`config.mk`:
```
export PLATFORM = sky130hd
export DESIGN_NAME = spi_xfer_seq
export DESIGN_NICKNAME = d
export VERILOG_FILES = /design/src/rtl/spi_seq_pkg.sv /design/src/rtl/spi_seq_regs.sv /design/src/rtl/spi_seq_shift.sv /design/src/rtl/spi_seq_ctrl.sv /design/src/rtl/spi_xfer_seq.sv
export SDC_FILE = /design/constraint.sdc
export NUM_CORES = 1
export LEC_CHECK = 0
export BUFFER_PORTS_ARGS = -buffer_cell sky130_fd_sc_hd__buf_4
export CORE_ASPECT_RATIO = 0.8
export CORE_MARGIN = 2
export CORE_UTILIZATION = 40
export DETAILED_ROUTE_END_ITERATION = 10
export GPL_TIMING_DRIVEN = 0
export RECOVER_POWER = 25
export SYNTH_ARGS = -nofsm -noshare
export SYNTH_HDL_FRONTEND = slang
export SYNTH_SLANG_ARGS = --single-unit
```
`constraint.sdc`:
```
create_clock -name clk -period 15.9 [get_ports clk]
set_clock_uncertainty 0.05 [all_clocks]
set_input_delay 3.18 -clock clk [delete_from_list [all_inputs] [get_ports clk]]
set_output_delay 3.18 -clock clk [all_outputs]
set_load 0.02 [all_outputs]
```
`src/rtl/spi_seq_pkg.sv`:
```
package spi_seq_pkg;

  localparam int unsigned REG_W  = 16;
  localparam int unsigned DIV_W  = 4;
  localparam int unsigned STOP_W = 8;
  localparam int unsigned TMR_W  = 16;

  typedef enum logic [2:0] {
    ST_IDLE,
    ST_LAG,
    ST_SHIFT,
    ST_LEAD,
    ST_STOP
  } seq_state_t;

  typedef struct packed {
    logic              lag_ext;
    logic              lead_ext;
    logic [STOP_W-1:0] stop;
    logic [DIV_W-1:0]  div;
  } timing_cfg_t;

  // One SCK half period in system clock cycles.
  function automatic logic [TMR_W-1:0] half_len(input logic [DIV_W-1:0] d);
    return TMR_W'(d) + TMR_W'(1);
  endfunction

  // Select fall to first SCK rise.
  function automatic logic [TMR_W-1:0] lag_len(input logic [DIV_W-1:0] d,
                                               input logic ext);
    logic [TMR_W-1:0] h;
    h = half_len(d);
    return ext ? (h + (h << 1)) : h;
  endfunction

  // Extra time inserted after the trailing low half when lead is extended.
  function automatic logic [TMR_W-1:0] lead_extra_len(input logic [DIV_W-1:0] d);
    return half_len(d) << 1;
  endfunction

  // Idle time after select release.
  function automatic logic [TMR_W-1:0] gap_len(input logic [DIV_W-1:0] d,
                                               input logic [STOP_W-1:0] s);
    return TMR_W'(s) * (half_len(d) << 1);
  endfunction

endpackage

```
`src/rtl/spi_seq_regs.sv`:
```
module spi_seq_regs
  import spi_seq_pkg::*;
(
  input  logic             clk,
  input  logic             rst_n,
  input  logic             wr_en,
  input  logic             addr,
  input  logic [REG_W-1:0] wdata,
  input  logic             snap,
  output logic [REG_W-1:0] rdata,
  output timing_cfg_t      act_cfg,
  output timing_cfg_t      nxt_cfg
);

  localparam logic [STOP_W-1:0] STOP_RST = STOP_W'(1);
  localparam int unsigned LAG_BIT  = STOP_W + 1;
  localparam int unsigned LEAD_BIT = STOP_W;

  timing_cfg_t stg_cfg;
  logic        unused_wbits;

  assign unused_wbits = ^wdata[REG_W-1:LAG_BIT+1];

  always_ff @(posedge clk or negedge rst_n) begin
    if (!rst_n) begin
      stg_cfg.lag_ext  <= 1'b1;
      stg_cfg.lead_ext <= 1'b1;
      stg_cfg.stop     <= STOP_RST;
      stg_cfg.div      <= '0;
    end else if (wr_en) begin
      if (!addr) begin
        stg_cfg.lag_ext  <= wdata[LAG_BIT];
        stg_cfg.lead_ext <= wdata[LEAD_BIT];
        stg_cfg.stop     <= wdata[STOP_W-1:0];
      end else begin
        stg_cfg.div <= wdata[DIV_W-1:0];
      end
    end
  end

  // Per-word copy, taken when a word is accepted.
  always_ff @(posedge clk or negedge rst_n) begin
    if (!rst_n) begin
      act_cfg.lag_ext  <= 1'b1;
      act_cfg.lead_ext <= 1'b1;
      act_cfg.stop     <= STOP_RST;
      act_cfg.div      <= '0;
    end else if (snap) begin
      act_cfg <= stg_cfg;
    end
  end

  assign nxt_cfg = snap ? stg_cfg : act_cfg;

  always_comb begin
    rdata = '0;
    if (!addr) begin
      rdata[LAG_BIT]      = stg_cfg.lag_ext;
      rdata[LEAD_BIT]     = stg_cfg.lead_ext;
      rdata[STOP_W-1:0]   = stg_cfg.stop;
    end else begin
      rdata[DIV_W-1:0]    = stg_cfg.div;
    end
  end

  // the working copy only moves on a snapshot.
  a_r9_copy_frozen: assert property (@(posedge clk) disable iff (!rst_n)
    !snap |=> $stable(act_cfg));

endmodule

```
`src/rtl/spi_seq_shift.sv`:
```
module spi_seq_shift #(
  parameter int unsigned WORD_W = 8
) (
  input  logic              clk,
  input  logic              rst_n,
  input  logic              load,
  input  logic [WORD_W-1:0] load_data,
  input  logic              shift,
  input  logic              sample,
  input  logic              miso,
  output logic              mosi,
  output logic [WORD_W-1:0] rx_data
);

  logic [WORD_W-1:0] tx_sr;
  logic [WORD_W-1:0] rx_sr;

  always_ff @(posedge clk or negedge rst_n) begin
    if (!rst_n) begin
      tx_sr <= '0;
    end else if (load) begin
      tx_sr <= load_data;
    end else if (shift) begin
      tx_sr <= {tx_sr[WORD_W-2:0], 1'b0};
    end
  end

  always_ff @(posedge clk or negedge rst_n) begin
    if (!rst_n) begin
      rx_sr <= '0;
    end else if (sample) begin
      rx_sr <= {rx_sr[WORD_W-2:0], miso};
    end
  end

  assign mosi    = tx_sr[WORD_W-1];
  assign rx_data = rx_sr;

  // a new word and a shift never collide.
  a_r5_load_or_shift: assert property (@(posedge clk) disable iff (!rst_n)
    !(load && shift));

endmodule

```
`src/rtl/spi_seq_ctrl.sv`:
```
module spi_seq_ctrl
  import spi_seq_pkg::*;
#(
  parameter int unsigned WORD_W = 8
) (
  input  logic        clk,
  input  logic        rst_n,
  input  logic        tx_valid,
  input  timing_cfg_t act_cfg,
  input  timing_cfg_t nxt_cfg,
  output logic        tx_ready,
  output logic        accept,
  output logic        sel_n,
  output logic        sck,
  output logic        busy,
  output logic        rx_valid,
  output logic        load_tx,
  output logic        shift_tx,
  output logic        sample_rx
);

  localparam int unsigned HALVES = 2 * WORD_W;
  localparam int unsigned HIDX_W = $clog2(HALVES);
  localparam logic [HIDX_W-1:0] LAST_H = HIDX_W'(HALVES - 1);
  localparam logic [HIDX_W-1:0] PEN_H  = HIDX_W'(HALVES - 2);

  seq_state_t        state;
  logic [TMR_W-1:0]  tcnt;
  logic [HIDX_W-1:0] hidx;
  logic              chain_q;

  // Named internal events.
  logic tick, in_shift, last_half, pen_half;
  logic chain_pt, enter_rise, enter_fall, word_end, release_sel, start_idle;

  assign tick       = (state != ST_IDLE) && (tcnt == '0);
  assign in_shift   = (state == ST_SHIFT);
  assign last_half  = (hidx == LAST_H);
  assign pen_half   = (hidx == PEN_H);
  assign chain_pt   = in_shift && tick && pen_half && (act_cfg.stop == '0);
  assign tx_ready   = (state == ST_IDLE) || chain_pt;
  assign accept     = tx_valid && tx_ready;
  assign start_idle = accept && (state == ST_IDLE);
  assign enter_rise = ((state == ST_LAG) && tick) ||
                      (in_shift && tick && ((hidx[0] && !last_half) ||
                                            (last_half && chain_q)));
  assign enter_fall = in_shift && tick && !hidx[0];
  assign word_end   = enter_fall && pen_half;
  assign release_sel = (in_shift && tick && last_half && !chain_q && !act_cfg.lead_ext) ||
                       ((state == ST_LEAD) && tick);

  assign busy      = (state != ST_IDLE);
  assign load_tx   = accept;
  assign shift_tx  = enter_fall && !pen_half;
  assign sample_rx = enter_rise;

  always_ff @(posedge clk or negedge rst_n) begin
    if (!rst_n) begin
      sck      <= 1'b0;
      sel_n    <= 1'b1;
      rx_valid <= 1'b0;
    end else begin
      rx_valid <= word_end;
      if (enter_rise)      sck <= 1'b1;
      else if (enter_fall) sck <= 1'b0;
      if (start_idle)       sel_n <= 1'b0;
      else if (release_sel) sel_n <= 1'b1;
    end
  end

  always_ff @(posedge clk or negedge rst_n) begin
    if (!rst_n) begin
      state   <= ST_IDLE;
      tcnt    <= '0;
      hidx    <= '0;
      chain_q <= 1'b0;
    end else begin
      unique case (state)
        ST_IDLE: begin
          if (start_idle) begin
            state <= ST_LAG;
            tcnt  <= lag_len(nxt_cfg.div, nxt_cfg.lag_ext) - TMR_W'(1);
          end
        end
        ST_LAG: begin
          if (tick) begin
            state <= ST_SHIFT;
            hidx  <= '0;
            tcnt  <= half_len(act_cfg.div) - TMR_W'(1);
          end else begin
            tcnt <= tcnt - TMR_W'(1);
          end
        end
        ST_SHIFT: begin
          if (!tick) begin
            tcnt <= tcnt - TMR_W'(1);
          end else if (!last_half) begin
            hidx <= hidx + HIDX_W'(1);
            tcnt <= half_len(act_cfg.div) - TMR_W'(1);
            if (chain_pt && tx_valid) chain_q <= 1'b1;
          end else if (chain_q) begin
            chain_q <= 1'b0;
            hidx    <= '0;
            tcnt    <= half_len(act_cfg.div) - TMR_W'(1);
          end else if (act_cfg.lead_ext) begin
            state <= ST_LEAD;
            tcnt  <= lead_extra_len(act_cfg.div) - TMR_W'(1);
          end else if (act_cfg.stop != '0) begin
            state <= ST_STOP;
            tcnt  <= gap_len(act_cfg.div, act_cfg.stop) - TMR_W'(1);
          end else begin
            state <= ST_IDLE;
          end
        end
        ST_LEAD: begin
          if (!tick) begin
            tcnt <= tcnt - TMR_W'(1);
          end else if (act_cfg.stop != '0) begin
            state <= ST_STOP;
            tcnt  <= gap_len(act_cfg.div, act_cfg.stop) - TMR_W'(1);
          end else begin
            state <= ST_IDLE;
          end
        end
        ST_STOP: begin
          if (tick) state <= ST_IDLE;
          else      tcnt  <= tcnt - TMR_W'(1);
        end
        default: state <= ST_IDLE;
      endcase
    end
  end

  // serial clock only runs inside a select window.
  a_r2_sck_inside_select: assert property (@(posedge clk) disable iff (!rst_n)
    sck |-> !sel_n);

  // every SCK transition follows a timer expiry.
  a_r2_edges_on_tick: assert property (@(posedge clk) disable iff (!rst_n)
    ($rose(sck) || $fell(sck)) |-> $past(tick));

  // busy covers the whole select window.
  a_r10_busy_covers_select: assert property (@(posedge clk) disable iff (!rst_n)
    !sel_n |-> busy);

  // received-word strobe lasts a single cycle.
  a_r6_rx_single_pulse: assert property (@(posedge clk) disable iff (!rst_n)
    rx_valid |=> !rx_valid);

  // select asserts only after a handshake.
  a_r10_select_after_accept: assert property (@(posedge clk) disable iff (!rst_n)
    $fell(sel_n) |-> $past(accept));

endmodule

```
`src/rtl/spi_xfer_seq.sv`:
```
module spi_xfer_seq
  import spi_seq_pkg::*;
#(
  parameter int unsigned WORD_W = 8
) (
  input  logic              clk,
  input  logic              rst_n,
  input  logic              cfg_wr,
  input  logic              cfg_addr,
  input  logic [15:0]       cfg_wdata,
  output logic [15:0]       cfg_rdata,
  input  logic              tx_valid,
  output logic              tx_ready,
  input  logic [WORD_W-1:0] tx_data,
  output logic              rx_valid,
  output logic [WORD_W-1:0] rx_data,
  output logic              busy,
  output logic              sck,
  output logic              mosi,
  input  logic              miso,
  output logic              sel_n
);

  timing_cfg_t act_cfg;
  timing_cfg_t nxt_cfg;
  logic        accept;
  logic        load_tx;
  logic        shift_tx;
  logic        sample_rx;

  spi_seq_regs u_regs (
    .clk     (clk),
    .rst_n   (rst_n),
    .wr_en   (cfg_wr),
    .addr    (cfg_addr),
    .wdata   (cfg_wdata),
    .snap    (accept),
    .rdata   (cfg_rdata),
    .act_cfg (act_cfg),
    .nxt_cfg (nxt_cfg)
  );

  spi_seq_ctrl #(.WORD_W(WORD_W)) u_ctrl (
    .clk       (clk),
    .rst_n     (rst_n),
    .tx_valid  (tx_valid),
    .act_cfg   (act_cfg),
    .nxt_cfg   (nxt_cfg),
    .tx_ready  (tx_ready),
    .accept    (accept),
    .sel_n     (sel_n),
    .sck       (sck),
    .busy      (busy),
    .rx_valid  (rx_valid),
    .load_tx   (load_tx),
    .shift_tx  (shift_tx),
    .sample_rx (sample_rx)
  );

  spi_seq_shift #(.WORD_W(WORD_W)) u_shift (
    .clk       (clk),
    .rst_n     (rst_n),
    .load      (load_tx),
    .load_data (tx_data),
    .shift     (shift_tx),
    .sample    (sample_rx),
    .miso      (miso),
    .mosi      (mosi),
    .rx_data   (rx_data)
  );

  // MOSI holds steady while SCK is high.
  a_r5_mosi_steady_high: assert property (@(posedge clk) disable iff (!rst_n)
    (sck && $past(sck)) |-> $stable(mosi));

endmodule

```
# After elaboration in Yosys (flattened, before gate mapping)

Cells that the tools add are included.

Flip-flop bits (word level): 71
Input bits: 30
Output and inout port bits: 30
Logic and storage cells: 124

Add/subtract/negate cells: 9
$mul: 1
Equality and inequality tests: 15
Multiplexer cells: 37
Bitwise gates (word level): 1
Reduce and logical (&&, ||, !) cells: 44

Operators with widths:

| cell                    | number |
|---|---|
| $mux W16                | 10 |
| $pmux W16 S5            | 1 |
| $sub A16 B1 Y16 const B | 5 |
| $mux W3                 | 9 |
| $mux W4                 | 5 |
| $logic_and A1 B1 Y1     | 18 |
| $add A16 B16 Y16        | 1 |
| $logic_not A16 Y1       | 1 |
| $mux W8                 | 2 |
| $mul A8 B15 Y15         | 1 |
| $pmux W3 S5             | 1 |
| $mux W14                | 1 |
| $add A4 B1 Y5 const B   | 2 |
| $ne A2 B1 Y1 const B    | 5 |
| $reduce_bool A2 Y1      | 5 |
| $eq A4 B4 Y1 const B    | 2 |
| $logic_not A8 Y1        | 1 |
| $pmux W4 S2             | 1 |
| $reduce_bool A8 Y1      | 1 |
| $reduce_and A7 Y1       | 1 |
| $eq A3 B2 Y1 const B    | 2 |
| $mux W1                 | 6 |
| $mux W6                 | 1 |
| $ne A2 B2 Y1 const B    | 3 |
| 13 further kinds        | 22 |

# Longest topological paths before layout

Depth after elaboration: 14
Mapped depth: 27
Mapped depth without buffers: 24

# Cells and area by module

A second synthesis with hierarchy kept.

Cell total of the unflattened synthesis: 788
Area, all modules: 6,676.4 µm²

Modules (own cells, without submodules):

| module        | times used | cells each | area an instance (µm²) |
|---|---|---|---|
| spi_seq_ctrl  | 1          | 659        | 4,743.3 |
| spi_seq_regs  | 1          | 78         | 1,232.4 |
| spi_seq_shift | 1          | 51         | 700.7 |

# Worst setup path after synthesis

Ideal clock, no wire load.

Kind: input to register
Start: in tx_valid
End: reg u_ctrl.tcnt[6]
Library setup time: 0.116 ns
Arrival time: 7.315 ns
Path slack: 8.420 ns
Cell stages on the path: 17
Path buffers: 2
Path through: clkbuf_1 inv_1 or4_4 nand2_1 mux2_1 ha_1 clkbuf_1 o32ai_1 nor2_1 o41ai_1 ha_1 a21oi_1 o21bai_1 or4_1 a31oi_2 ha_1 o311ai_0

RTL lines:

| item                 | line               | RTL |
|---|---|---|
| start, declared      | spi_xfer_seq.sv:12 | `input logic tx_valid,` |
| end signal, assigned | spi_seq_ctrl.sv:82 | `tcnt <= lag_len(nxt_cfg.div, nxt_cfg.lag_ext) - TMR_W'(1);` |
| end signal, assigned | spi_seq_ctrl.sv:89 | `tcnt <= half_len(act_cfg.div) - TMR_W'(1);` |
| end signal, assigned | spi_seq_ctrl.sv:91 | `tcnt <= tcnt - TMR_W'(1);` |
| end, declared        | spi_seq_ctrl.sv:28 | `logic [TMR_W-1:0] tcnt;` |

==> summary.txt <==
Clock tree
  – H-tree Lvls: 3
  – Worst skew pair latency: 360 ps
  – CTS max path bufs: 2
  – CTS resizes: 0
  – Postcts setup bufs: 0
  – Clock slew at the register clock pins of the worst setup and hold paths: 70 ps
  – Num CTS Buffers: 9
  – Root Buffer: clkbuf_16
  – CTS tree: done
  – Hold_buf cts: 0
  – Clock sinks: 71

Die
  – Die Ht: 122.3 µm
  – Die area: 18,590 µm²
  – Initial core utilization: 40.67%
  – Row Count: 43
  – # IOs: 60
  – Die width: 151.9 µm
  – Core area: 17,220 µm²

Critical path
  – Crit path max fanout: 10
  – Crit path kind: primary input to register
  – Start point of the critical path: tx_valid
  – Critical path arrival: 8370 ps
  – Crit Reg-Reg Startpoint: u_ctrl.tcnt[0]$_DFFE_PN0P_
  – Worst R2R Setup Slack: 9060 ps
  – Type of origin of the critical path: primary input
  – Required time of the critical path: 16,130 ps
  – Critical Path Sink Type: register
  – R2R cell count: 25
  – Worst r2r dst: u_ctrl.tcnt[9]$_DFFE_PN0P_

Placed design
  – Routability cong.: 0.9515
  – Hpwl dp: 15,980 µm
  – I/O Buffers: 47

Cells and area
  – Ant. Diodes: 0
  – Share of post-route cells with drive strength above 1: 13.95%
  – Area Growth Syn to Fin: 13.71%
  – Fin nets: 1,021

Synthesis
  – FF+latch count, synth: 71
  – Synth Cell Area: 7002 µm²
  – Adder-Cell Fraction of Synth Area: 12.12%
  – Mean Syn Cell Area: 8.039 µm²
  – Xor and xnor area share after synthesis: 4.503%
  – Cell taking the most area after synthesis: dfrtp_1
  – Simple-gate area share of the yosys netlist: 25.23%
  – Synth warn: 0
  – Compound-gate portion of the synthesized area: 20.12%
  – EDFF count, synth: 0
  – Ys flop type: dfrtp_1
  – Syn Inst Count: 871
  – Post-synth ARST share: 100.0%
  – Most frequent cells after synthesis: nand2_1 (114), nor2_1 (71), dfrtp_1 (64)
  – Most frequent cell after synthesis: nand2_1
  – Register area share after synthesis: 25.50%
  – Mux cell area share after synthesis: 5.969%
  – Combinational family with the most area after synthesis: simple AND/OR/NAND/NOR gates
  – Unique cell type count in the Yosys netlist: 82
  – Top cells by area, synth: dfrtp_1 (23%), ha_1 (7.0%), nand2_1 (6.1%), fa_1 (5.1%), mux2_2 (4.3%)
  – Share of the synthesized area in the top cell type: 22.87%

Flow run
  – Max-Cap Viols: 1

Global routing
  – GRT met3 Usage: 3.919%
  – Met1 Track Usage GR: 34.27%
  – Initial antenna violation count: 0
  – Vias in the first global route: 6,304
  – Pin count of the biggest net entering global routing: 72
  – Grt ovf: 0
  – GRT Resource Usage Total: 22.75%
  – Met2 usage: 33.11%
  – Top Usage Layer GRT: met1
  – First-pass GRT wire length: 33,840 µm

Timing
  – Final Hold Fails: 0
  – Fmax: 122.8 MHz
  – Final worst path period need: 8145 ps
  – Least-Margin Pin Slew: 3787 ps
  – Fin crit share: 51.22%
  – Setup TNS: 0 ps
  – Unrepaired setup endpoints after global routing: no
  – Relative slew slack: -152.5%
  – Pins Over Slew Limit: 72
  – Final setup viols: 0

Run status
  – Failing checks: max-capacitance violations, max-slew violations
  – Status: finished, violations left

Hold path
  – End of the worst hold path: u_regs.act_cfg[4]$_DFFE_PN1P_
  – Hold crit path type: register to register
  – Hold Path Stages: 2
  – Hold path startpoint: u_regs.stg_cfg[4]$_DFFE_PN1P_

Routing
  – Residual DRC: 0
  – DRT Pass-1 Iters: 5
  – Via/cell ratio: 5.719
  – Routed WL: 20,770 µm
  – Iter 0 DRT Violations: 636
  – WL/cell: 17.84 µm
  – Vias: 6,657
  – Antenna-violating nets left: 0
[metal layers]
layer,share of wire [%],vias to the layer above
met1,49,3098
met3,8.6,35
met5,0,-
met2,41,285
li1,-,3239
met4,2.0,0
[area by class of cell]
| cell class | count | area [µm²] |
|---|---|---|
| inverter | 51 | 193.9 |
| clock buffer | 9 | 225.2 |
| sequential | 71 | 1785 |
| fill | 1748 | 9255 |
| buffer | 51 | 246.5 |
| multi-input combinational | 703 | 4773 |
| tap | 225 | 281.5 |
| timing repair buffer | 47 | 345.3 |
| clock inverter | 7 | 110.1 |
[through the flow]
step | worst slack [ps] | hold WS, ps | utilization, % | cell area [µm²] | instances
after global placement | 7463 | 409.9 | 44.46 | 7655 | 1148
after CTS | 7856 | 415.8 | 46.41 | 7990 | 1164
after floorplan | 8420 | 392.4 | - | 7020 | 876
final | 7755 | 417.4 | 46.24 | 7961 | 1164
after global routing | 7348 | 438.9 | 46.24 | 7961 | 1164
after detailed placement | 7512 | 412.6 | 44.46 | 7655 | 1148
[cells by family (layout without fill, tap and decap cells)]
kind of cell | count (synthesis) | after routing
AOI/OAI and AO/OA | 213 | 213
and+or+nand+nor | 354 | 354
adders and majority gates | 57 | 57
other | 1 | 6
buffers and inverters | 102 | 165
DFF | 71 | 71
xor gates and xnor gates | 36 | 36
muxes | 37 | 37
[how the worst max path moves through the flow]
stage | to | cells past startpoint | slack (ps)
3_3_place_gp | u_ctrl.tcnt[9]$_DFFE_PN0P_ | 22 | 7460
3_5_place_dp | u_ctrl.tcnt[9]$_DFFE_PN0P_ | 22 | 7510
2_1_floorplan | u_ctrl.tcnt[6]$_DFFE_PN0P_ | 17 | 8420
6_report | u_ctrl.tcnt[9]$_DFFE_PN0P_ | 22 | 7760
4_1_cts | u_ctrl.tcnt[9]$_DFFE_PN0P_ | 22 | 7860
5_1_grt | u_ctrl.tcnt[9]$_DFFE_PN0P_ | 21 | 7350
[layout by cell type (no fill, tap or decap), types with 13 or more instances in the layout]
| master | Yosys | routed |
|---|---|---|
| nand2_1 | 114 | 114 |
| nor2_1 | 71 | 71 |
| dfrtp_1 | 64 | 64 |
| buf_4 | 6 | 51 |
| o21ai_0 | 48 | 48 |
| inv_1 | 47 | 47 |
| a21oi_1 | 43 | 43 |
| clkbuf_1 | 36 | 40 |
| ha_1 | 39 | 39 |
| and2_1 | 29 | 29 |
| nand3_1 | 28 | 28 |
| mux2_2 | 27 | 27 |
| nor3_1 | 25 | 25 |
| xnor2_1 | 23 | 23 |
| fa_1 | 18 | 18 |
| o211ai_1 | 16 | 16 |
| a31oi_1 | 16 | 16 |
| and3_1 | 13 | 13 |
| xor2_1 | 13 | 13 |
[sequential cells by signal, summed over array words and instances, names as in the netlist]
| name | flops |
|---|---|
| u_ctrl.chain_q | 1 |
| u_shift.tx_sr | 8 |
| u_ctrl.state | 3 |
| u_ctrl.hidx | 4 |
| u_ctrl.rx_valid | 1 |
| u_ctrl.tcnt | 16 |
| u_ctrl.sel_n | 1 |
| u_shift.rx_data | 8 |
| u_ctrl.sck | 1 |
| u_regs.act_cfg | 14 |
| u_regs.stg_cfg | 14 |
[worst max-delay path, stage by stage]
cell and delay [ps]:
buf_4 80, clkbuf_1 420, inv_1 160, or4_4 610, nand2_1 170, mux2_1 420, ha_1 270, clkbuf_1 270
o21ai_0 220, a31oi_1 80, nor2_1 140, o41ai_1 110, ha_1 330, a21oi_1 80, o21bai_1 230, and2_1 210
nor2_1 50, a221oi_1 390, nand2_1 100, nor2_1 370, a31oi_2 270, a21oi_1 200
Power is not shown: default switching activity piles up to over one toggle a cycle in this logic, so the estimate is an artifact.
